==> src/rtl/rgb2ycc_pkg.sv <==
package rgb2ycc_pkg;
  localparam int PIX_W = 8;

  localparam logic [7:0] KY_R  = 8'd77;
  localparam logic [7:0] KY_G  = 8'd150;
  localparam logic [7:0] KY_B  = 8'd29;
  localparam logic [7:0] K_CB  = 8'd144;
  localparam logic [7:0] K_CR  = 8'd187;

  // weights sum to 256, so the rounded result never exceeds 255
  function automatic logic [PIX_W-1:0] luma(input logic [PIX_W-1:0] r,
                                            input logic [PIX_W-1:0] g,
                                            input logic [PIX_W-1:0] b);
    logic [17:0] s;
    s = 18'(r) * 18'(KY_R) + 18'(g) * 18'(KY_G) + 18'(b) * 18'(KY_B) + 18'd128;
    return s[15:8];
  endfunction

  function automatic logic [PIX_W-1:0] chroma(input logic [7:0]       coef,
                                              input logic [PIX_W-1:0] v,
                                              input logic [PIX_W-1:0] y);
    logic signed [19:0] d;
    logic signed [19:0] t;
    d = $signed(20'(v)) - $signed(20'(y));
    t = d * $signed(20'(coef)) + 20'sd128;
    t = (t >>> 8) + 20'sd128;
    if (t < 20'sd0)        return '0;
    else if (t > 20'sd255) return '1;
    else                   return t[PIX_W-1:0];
  endfunction
endpackage

==> src/rtl/ycc_pos_track.sv <==
module ycc_pos_track #(
  parameter int FRAME_W = 8,
  localparam int COL_W  = $clog2(FRAME_W),
  localparam int HCOL_W = COL_W - 1
) (
  input  logic              clk_i,
  input  logic              rst_ni,
  input  logic              vld_i,
  input  logic              sof_i,
  output logic              col_odd_o,
  output logic              row_odd_o,
  output logic [HCOL_W-1:0] hcol_o
);
  logic [COL_W-1:0] col_q, col_cur;
  logic             row_q, row_cur;

  assign col_cur = sof_i ? '0 : col_q;
  assign row_cur = sof_i ? 1'b0 : row_q;

  always_ff @(posedge clk_i or negedge rst_ni) begin
    if (!rst_ni) begin
      col_q <= '0;
      row_q <= 1'b0;
    end else if (vld_i) begin
      if (col_cur == COL_W'(FRAME_W - 1)) begin
        col_q <= '0;
        row_q <= ~row_cur;
      end else begin
        col_q <= col_cur + 1'b1;
        row_q <= row_cur;
      end
    end
  end

  assign col_odd_o = col_cur[0];
  assign row_odd_o = row_cur;
  assign hcol_o    = col_cur[COL_W-1:1];
endmodule

==> src/rtl/ycc_matrix.sv <==
module ycc_matrix
  import rgb2ycc_pkg::*;
#(
  parameter int TAG_W = 4
) (
  input  logic             clk_i,
  input  logic             rst_ni,
  input  logic             vld_i,
  input  logic [TAG_W-1:0] tag_i,
  input  logic [PIX_W-1:0] r_i,
  input  logic [PIX_W-1:0] g_i,
  input  logic [PIX_W-1:0] b_i,
  output logic             vld_o,
  output logic [TAG_W-1:0] tag_o,
  output logic [PIX_W-1:0] y_o,
  output logic [PIX_W-1:0] cb_o,
  output logic [PIX_W-1:0] cr_o
);
  logic             v1;
  logic [TAG_W-1:0] tag1;
  logic [PIX_W-1:0] y1, r1, b1;

  // stage 1: luma
  always_ff @(posedge clk_i or negedge rst_ni) begin
    if (!rst_ni) begin
      v1   <= 1'b0;
      tag1 <= '0;
      y1   <= '0;
      r1   <= '0;
      b1   <= '0;
    end else begin
      v1 <= vld_i;
      if (vld_i) begin
        tag1 <= tag_i;
        y1   <= luma(r_i, g_i, b_i);
        r1   <= r_i;
        b1   <= b_i;
      end
    end
  end

  // stage 2: colour differences from registered luma
  always_ff @(posedge clk_i or negedge rst_ni) begin
    if (!rst_ni) begin
      vld_o <= 1'b0;
      tag_o <= '0;
      y_o   <= '0;
      cb_o  <= '0;
      cr_o  <= '0;
    end else begin
      vld_o <= v1;
      if (v1) begin
        tag_o <= tag1;
        y_o   <= y1;
        cb_o  <= chroma(K_CB, b1, y1);
        cr_o  <= chroma(K_CR, r1, y1);
      end
    end
  end
endmodule

==> src/rtl/ycc_chroma_decim.sv <==
module ycc_chroma_decim
  import rgb2ycc_pkg::*;
#(
  parameter int HALF_W = 4,
  parameter int HCOL_W = 2
) (
  input  logic              clk_i,
  input  logic              rst_ni,
  input  logic              vld_i,
  input  logic              col_odd_i,
  input  logic              row_odd_i,
  input  logic [HCOL_W-1:0] hcol_i,
  input  logic [PIX_W-1:0]  val_i,
  output logic [PIX_W-1:0]  avg_o
);
  logic [PIX_W-1:0] hold_q;
  logic [PIX_W:0]   line_q [HALF_W];
  logic [PIX_W:0]   pair;
  logic [PIX_W+1:0] quad;

  assign pair = {1'b0, hold_q} + {1'b0, val_i};
  assign quad = {1'b0, pair} + {1'b0, line_q[hcol_i]} + (PIX_W+2)'(2);

  always_ff @(posedge clk_i or negedge rst_ni) begin
    if (!rst_ni) begin
      hold_q <= '0;
      avg_o  <= '0;
    end else if (vld_i) begin
      if (!col_odd_i)     hold_q <= val_i;
      else if (row_odd_i) avg_o  <= quad[PIX_W+1:2];
    end
  end

  // even-row pair sums, no reset needed
  always_ff @(posedge clk_i) begin
    if (vld_i && col_odd_i && !row_odd_i) line_q[hcol_i] <= pair;
  end
endmodule

==> src/rtl/rgb2ycc420.sv <==
module rgb2ycc420
  import rgb2ycc_pkg::*;
#(
  parameter int FRAME_W = 8
) (
  input  logic             clk_i,
  input  logic             rst_ni,
  input  logic             pix_valid_i,
  input  logic             sof_i,
  input  logic [PIX_W-1:0] r_i,
  input  logic [PIX_W-1:0] g_i,
  input  logic [PIX_W-1:0] b_i,
  output logic             y_valid_o,
  output logic [PIX_W-1:0] y_o,
  output logic             c_valid_o,
  output logic [PIX_W-1:0] cb_o,
  output logic [PIX_W-1:0] cr_o
);
  localparam int HALF_W = FRAME_W / 2;
  localparam int COL_W  = $clog2(FRAME_W);
  localparam int HCOL_W = COL_W - 1;
  localparam int TAG_W  = HCOL_W + 2;
  localparam int N_CH   = 2;

  logic              col_odd, row_odd;
  logic [HCOL_W-1:0] hcol;

  ycc_pos_track #(.FRAME_W(FRAME_W)) u_pos (
    .clk_i    (clk_i),
    .rst_ni   (rst_ni),
    .vld_i    (pix_valid_i),
    .sof_i    (sof_i),
    .col_odd_o(col_odd),
    .row_odd_o(row_odd),
    .hcol_o   (hcol)
  );

  logic             v2;
  logic [TAG_W-1:0] tag2;
  logic [PIX_W-1:0] y2;
  logic [PIX_W-1:0] ch_in  [N_CH];
  logic [PIX_W-1:0] ch_out [N_CH];

  ycc_matrix #(.TAG_W(TAG_W)) u_mat (
    .clk_i (clk_i),
    .rst_ni(rst_ni),
    .vld_i (pix_valid_i),
    .tag_i ({row_odd, col_odd, hcol}),
    .r_i   (r_i),
    .g_i   (g_i),
    .b_i   (b_i),
    .vld_o (v2),
    .tag_o (tag2),
    .y_o   (y2),
    .cb_o  (ch_in[0]),
    .cr_o  (ch_in[1])
  );

  logic              row_odd2, col_odd2;
  logic [HCOL_W-1:0] hcol2;
  assign {row_odd2, col_odd2, hcol2} = tag2;

  for (genvar ch = 0; ch < N_CH; ch++) begin : g_ch
    ycc_chroma_decim #(.HALF_W(HALF_W), .HCOL_W(HCOL_W)) u_dec (
      .clk_i    (clk_i),
      .rst_ni   (rst_ni),
      .vld_i    (v2),
      .col_odd_i(col_odd2),
      .row_odd_i(row_odd2),
      .hcol_i   (hcol2),
      .val_i    (ch_in[ch]),
      .avg_o    (ch_out[ch])
    );
  end

  assign cb_o = ch_out[0];
  assign cr_o = ch_out[1];

  // stage 3: output registers
  always_ff @(posedge clk_i or negedge rst_ni) begin
    if (!rst_ni) begin
      y_valid_o <= 1'b0;
      c_valid_o <= 1'b0;
      y_o       <= '0;
    end else begin
      y_valid_o <= v2;
      c_valid_o <= v2 & col_odd2 & row_odd2;
      if (v2) y_o <= y2;
    end
  end
endmodule

==> config.mk <==
export PLATFORM = sky130hd
export DESIGN_NAME = rgb2ycc420
export DESIGN_NICKNAME = d
export VERILOG_FILES = /design/src/rtl/rgb2ycc_pkg.sv /design/src/rtl/ycc_pos_track.sv /design/src/rtl/ycc_matrix.sv /design/src/rtl/ycc_chroma_decim.sv /design/src/rtl/rgb2ycc420.sv
export SDC_FILE = /design/constraint.sdc
export NUM_CORES = 1
export LEC_CHECK = 0
export BUFFER_PORTS_ARGS = -buffer_cell sky130_fd_sc_hd__buf_2
export CORE_AREA = 2 2 193 195
export DETAILED_ROUTE_END_ITERATION = 10
export DIE_AREA = 0 0 195 197
export PLACE_DENSITY = 0.54
export SYNTH_ARGS = -nofsm -noshare
export SYNTH_HDL_FRONTEND = slang
export SYNTH_HIERARCHICAL = 1
export SYNTH_SLANG_ARGS = --single-unit
==> constraint.sdc <==
create_clock -name clk_i -period 8.45 [get_ports clk_i]
set_input_delay 0.845 -clock clk_i [delete_from_list [all_inputs] [get_ports clk_i]]
set_output_delay 0.845 -clock clk_i [all_outputs]
set_load 0.01 [all_outputs]
### Word level (Yosys, flattened, before mapping)

Memories as Yosys holds them, arrays and structs flattened.
Cells that the tools add are included.

* memories kept: 2
* bits in registers: 104
* memory bits (writable): 72

Memories
* g_ch[0].u_dec.line_q: words 4, width 9, rd ports 1, clocked after Yosys merged registers in 0, write ports 1, RTL line ycc_chroma_decim.sv:17 `logic [PIX_W:0] line_q [HALF_W];`
* g_ch[1].u_dec.line_q: words 4, width 9, rd ports 1, clocked after Yosys merged registers in 0, write ports 1, RTL line ycc_chroma_decim.sv:17

* magnitude comparators: 4
* bitwise logic cells: 4
* multiplexer cells: 10
* add/sub/neg operators: 16
* equal/unequal tests: 1
* reductions and logical operators: 5
* multiply operators: 5

Operators by type and width (number)
* adder 20 x 9 -> 20 bit (second input constant): 2
* greater-than comparator 20 x 9 -> 1 bit (second input constant): 2
* < comparator 20 x 1 -> 1 bit (second input constant): 2
* 2-to-1 mux 8 bit: 4
* multiplier 8 x 7 -> 15 bit (second input constant): 2
* adder 12 x 9 -> 13 bit (second input constant): 2
* adder 10 x 2 -> 10 bit (second input constant): 2
* adder 9 x 9 -> 10 bit: 2
* multiplier 20 x 5 -> 16 bit (second input constant): 1
* multiplier 20 x 9 -> 20 bit (second input constant): 1
* adder 8 x 8 -> 9 bit: 2
* subtractor 8 x 8 -> 9 bit: 2
* adder 15 x 16 -> 16 bit: 1
* adder 16 x 13 -> 16 bit: 1
* adder 16 x 8 -> 16 bit (second input constant): 1
* multiplier 8 x 5 -> 13 bit (second input constant): 1
* 2-to-1 mux 3 bit: 2
* 2-to-1 mux 1 bit: 4
* adder 3 x 1 -> 3 bit (second input constant): 1
* equality test 3 bit (second input constant): 1
* AND reduction 3 bit: 1
* bitwise AND 1 bit: 2
* logical AND 1 bit: 2
* inverter 1 bit: 2
* 2 further kinds: 2

### Logic depth before layout (Yosys ltp)

* depth after elaboration: 7
* mapped depth: 31
* depth with buffers taken out: 31

### Cells and area by module

Netlist, hierarchy kept.

By module, submodules not included
* ycc_matrix: sequential area each 1451.4 um2, cells each 826, area each 8424.3 um2, instances 1
* ycc_chroma_decim: sequential area each 1481.4 um2, cells each 187, area each 2656.3 um2, instances 2
* rgb2ycc420: sequential area each 250.2 um2, cells each 20, area each 389.1 um2, instances 1
* ycc_pos_track: sequential area each 100.1 um2, cells each 19, area each 207.7 um2, instances 1

### Worst setup path after synthesis

Ideal clock, no wire load.

* path type: flip-flop to flip-flop
* start: register u_mat.r1[0]
* end: register u_mat.cr_o[0]
* setup slack: 1.463 ns
* clock period less this slack: 6.987 ns
* setup time: 0.123 ns
* stages on the path, launching flop included: 30
* data required time: 8.327 ns
* arrival: 6.864 ns
* cell sequence: dfrtp_1 > inv_1 > ha_1 > inv_1 > fa_1 > a21oi_1 > nor2b_1 > a311o_2 > xor2_1 > ha_1 > inv_1 > fa_1 > inv_1 > ha_1 > fa_1 > inv_1 > fa_1 > inv_1 > ha_1 > a21o_1 > a21oi_1 > nor4b_1 > nor3_1 > o21ai_0 > nor2b_1 > xnor2_1 > ha_1 > a2111o_1 > a211o_2 > o221a_1

* longest elaborated chain between the ends: 7
* elaborated cells on any way between the ends: 8

RTL lines
* start, declared: RTL line ycc_matrix.sv:21 `logic [PIX_W-1:0] y1, r1, b1;`
* start signal, assigned: RTL line ycc_matrix.sv:36 `r1 <= r_i;`
* subtractor 8 x 8 -> 9 bit (*): RTL line rgb2ycc_pkg.sv:24 `d = $signed(20'(v)) - $signed(20'(y));`
* multiplier 20 x 9 -> 20 bit (*): RTL line rgb2ycc_pkg.sv:25 `t = d * $signed(20'(coef)) + 20'sd128;`
* adder 20 x 9 -> 20 bit (*): RTL line rgb2ycc_pkg.sv:25
* adder 12 x 9 -> 13 bit (*): RTL line rgb2ycc_pkg.sv:26 `t = (t >>> 8) + 20'sd128;`
* greater-than comparator 20 x 9 -> 1 bit: RTL line rgb2ycc_pkg.sv:28 `else if (t > 20'sd255) return '1;`
* 2-to-1 mux 8 bit: RTL line rgb2ycc_pkg.sv:28
* 2-to-1 mux 8 bit (*): RTL line rgb2ycc_pkg.sv:27 `if (t < 20'sd0) return '0;`
* end signal, assigned: RTL line ycc_matrix.sv:56 `cr_o <= chroma(K_CR, r1, y1);`
* end, declared: RTL line ycc_matrix.sv:17 `output logic [PIX_W-1:0] cr_o`

Every way passes the cells marked *; elsewhere a longest branch is shown, timed or not.
A chain may end at the register's enable or synchronous reset.

### Worst setup path after layout

* start: register u_mat.r1[0]
* end: register u_mat.cr_o[1]

The elaborated chain is that of the path after synthesis.

==> metrics <==
Synth Cell Area roughly 14000 um2; Adder-Cell Fraction of Synth Area 32.3%; CTS tree built; Clock Path Buffers 2; critical-path maximum fanout 12; Post-synth ARST share between 50% and 60%; antenna diode count 0; clk sinks 176; post-synth cell types 76; die width 195 um; worst min-delay path class input pin to async pin; CP arrival 8.06 ns; Final Slew Violations 0; slowest cell on the critical path nor4b_1; f_max 129 MHz; Critical Path Start Type flop; number of flops mapped to enable cells by yosys just over 70; vias after detailed routing about 9000; status finished clean; Yosys reg bits roughly 180; IO Port Bufs 53; PostCTS Resize Cnt 0; DIE AREA 38400 um2; fin crit period approximately 7.8 ns; Slew @ Worst Pin roughly 0.92 ns; CTS root buf clkbuf_16; Via density just over 5; Syn Inst Count 1239; GRT Total Usage 15.5%; post-CTS setup buffers 0; Final Hold Fails 0; DR DRC count 0; GP Congestion roughly 0.81; most frequent cells in the layout ha_1 (224), inv_1 (174), dfrtp_1 (104); Vert. Die Dim about 200 um; first-pass GRT wire length 47600 um; Iter 0 DRT Violations 345; starting density of the core 39.5%; gr ovfl total 0; critical path data required time about 9 ns; largest net degree at the start of global routing slightly above 60; Synth Flop Type dfrtp_1; most frequent cell on the critical path ha_1; hold_buf cts 0; Yosys Warn Count 6; Post-DRT Antenna Nets 0; Pre-antenna DRT Iters 4; CP peak stage delay 0.56 ns; fill cell count ~3400; most common cell after layout, fill and taps aside ha_1; CP endpoint kind flop; fraction of synthesized area in multiplexers under 10%; share of cells above drive strength 1 13.8%; simple-gate area share of the yosys netlist under 10%; Top Ports 54; xor/xnor share of the synthesized area under 10%; largest family of logic cells by synthesized area adder cells; clk_lat worst skew about 0.43 ns; routed wire length 27900 um; max cap viols 0; layout net count about 1600; net count of the mapped netlist 1582; number of global-route vias before repair 9580; HPWL after DPL 22300 um; initial antenna violation count 0; wire per inst 15.6 um; Finish-stage setup viols 0; Finished Layout Cells about 1800; H-tree levels 4; setup TNS 0 ns; Seq/Total Area, Yosys 33.2%; dpl cells about 1800; skew final 0.0137 ns; critical path class flop to flop; final worst path period share 91.7%; Num CTS Buffers 17; area growth from synthesis to layout 9.96%; Compound-Gate Fraction of Synth Area 9.72%; Post-Syn Area per Cell around 12 um2; RSZ-0062 raised after global routing false; relative slew slack 38.4%; Placeable Area 36300 um2; Clk pin slew, worst setup/hold paths 0.07 ns; FP Rows 70
## path summary, 6_finish.rpt
path / from / endpoint / slack, ns / cells after the start
worst min-delay path: rst_ni / g_ch[1].u_dec/avg_o[6]$_DFFE_PN0P_ / 0.43 / 1
worst min register to register: g_ch[1].u_dec/avg_o[0]$_DFFE_PN0P_ / g_ch[1].u_dec/avg_o[0]$_DFFE_PN0P_ / 0.47 / 2
worst max-delay path: u_mat/r1[0]$_DFFE_PN0P_ / u_mat/cr_o[1]$_DFFE_PN0P_ / 0.70 / 28
min in group clk_i: g_ch[1].u_dec/avg_o[0]$_DFFE_PN0P_ / g_ch[1].u_dec/avg_o[0]$_DFFE_PN0P_ / 0.47 / 2
worst max register to register: u_mat/r1[0]$_DFFE_PN0P_ / u_mat/cr_o[1]$_DFFE_PN0P_ / 0.70 / 28
max in group asynchronous: rst_ni / g_ch[0].u_dec/hold_q[1]$_DFFE_PN0P_ / 6.80 / 2
## layout make-up
class                           instances  area, um2  share of cell area [%]
Multi-Input combinational cell        870       8830                    56.0
Clock inverter                         13        156                   0.992
Inverter                              175        657                    4.17
Sequential cell                       176       4760                    30.2
Clock buffer                           18        429                    2.72
Timing Repair Buffer                   62        335                    2.13
Tap cell                              468        586                    3.72
## cell families (layout without fill, tap and decap cells)
kind of cell / after synthesis / after routing
fa+ha+maj: 315 / 315
mux: 76 / 76
simple gates: 206 / 206
flops: 176 / 176
other cells: 1 / 1
compound gates: 199 / 199
xor+xnor: 73 / 73
buf+inv: 193 / 268
## flip-flops by register name, indices dropped and copies added (netlist names)
| register | cells |
|---|---|
| y_valid_o | 1 |
| u_mat/cb_o | 8 |
| u_pos/col_q | 3 |
| y_o | 8 |
| u_mat/y_o | 8 |
| g_ch.u_dec/avg_o | 16 |
| u_mat/v1 | 1 |
| g_ch.u_dec/hold_q | 16 |
| u_mat/r1 | 8 |
| u_mat/vld_o | 1 |
| u_pos/row_q | 1 |
| g_ch.u_dec/line_q | 72 |
| c_valid_o | 1 |
| u_mat/y1 | 8 |
| u_mat/b1 | 8 |
| u_mat/tag_o | 4 |
| u_mat/tag1 | 4 |
| u_mat/cr_o | 8 |
## Yosys cell counts (6+ instances only)
library cell | instances | area [um2]
mux2_2 | 48 | 541
clkbuf_1 | 12 | 45.0
o21ai_0 | 32 | 160
ha_1 | 224 | 2800
inv_1 | 174 | 653
xor2_1 | 31 | 272
a21oi_1 | 37 | 185
nor2b_1 | 21 | 131
and3_1 | 7 | 43.8
nand3_1 | 12 | 60.1
and2_1 | 6 | 37.5
fa_1 | 91 | 1820
o21ai_1 | 8 | 40.0
nand4_1 | 9 | 56.3
o21a_1 | 15 | 113
xnor2_1 | 40 | 350
a311oi_1 | 6 | 52.6
a21o_1 | 27 | 203
edfxtp_1 | 72 | 2160
a211oi_1 | 12 | 90.1
o211ai_1 | 6 | 45.0
o221a_1 | 8 | 90.1
nor3_1 | 15 | 75.1
dfrtp_1 | 104 | 2600
nand2_1 | 40 | 150
and4_1 | 6 | 52.6
mux4_2 | 14 | 315
nor2_1 | 62 | 233
mux2_4 | 8 | 120
## stage by stage
| step | instance area (um2) | setup slack (ns) | hold slack (ns) | util (%) |
|---|---|---|---|---|
| 2_1_floorplan | 14300 | 1.46 | 0.352 | - |
| 4_1_cts | 15800 | 0.662 | 0.445 | 43.5 |
| 3_5_place_dp | 15200 | 0.699 | 0.465 | 41.9 |
| 5_1_grt | 15800 | 0.249 | 0.474 | 43.5 |
| 3_3_place_gp | 15200 | 0.863 | 0.457 | 41.9 |
| 6_report | 15800 | 0.699 | 0.429 | 43.5 |
## critical path: cells and delay by family, from the launching register on
family                     cells  cell delay (ns)
buffers and inverters          5             0.54
and+or+nand+nor                4             1.00
DFF                            1             0.36
AOI/OAI and AO/OA              8             2.47
xor gates and xnor gates       2             0.27
adders and majority gates      9             2.99
## per-layer routing
layer  track usage (%)  vias to the layer above  part of all wire (%)
met5                 0                        -                     0
met4              4.24                        0                   1.3
met1              19.3                     4413                    46
met2              28.2                       93                    51
met3              1.81                       18                   1.8
li1                  -                     4486                     -
Power is left out: the tool's default activity adds up to more than one toggle a clock period on the data nets, which glitch-free logic cannot reach.
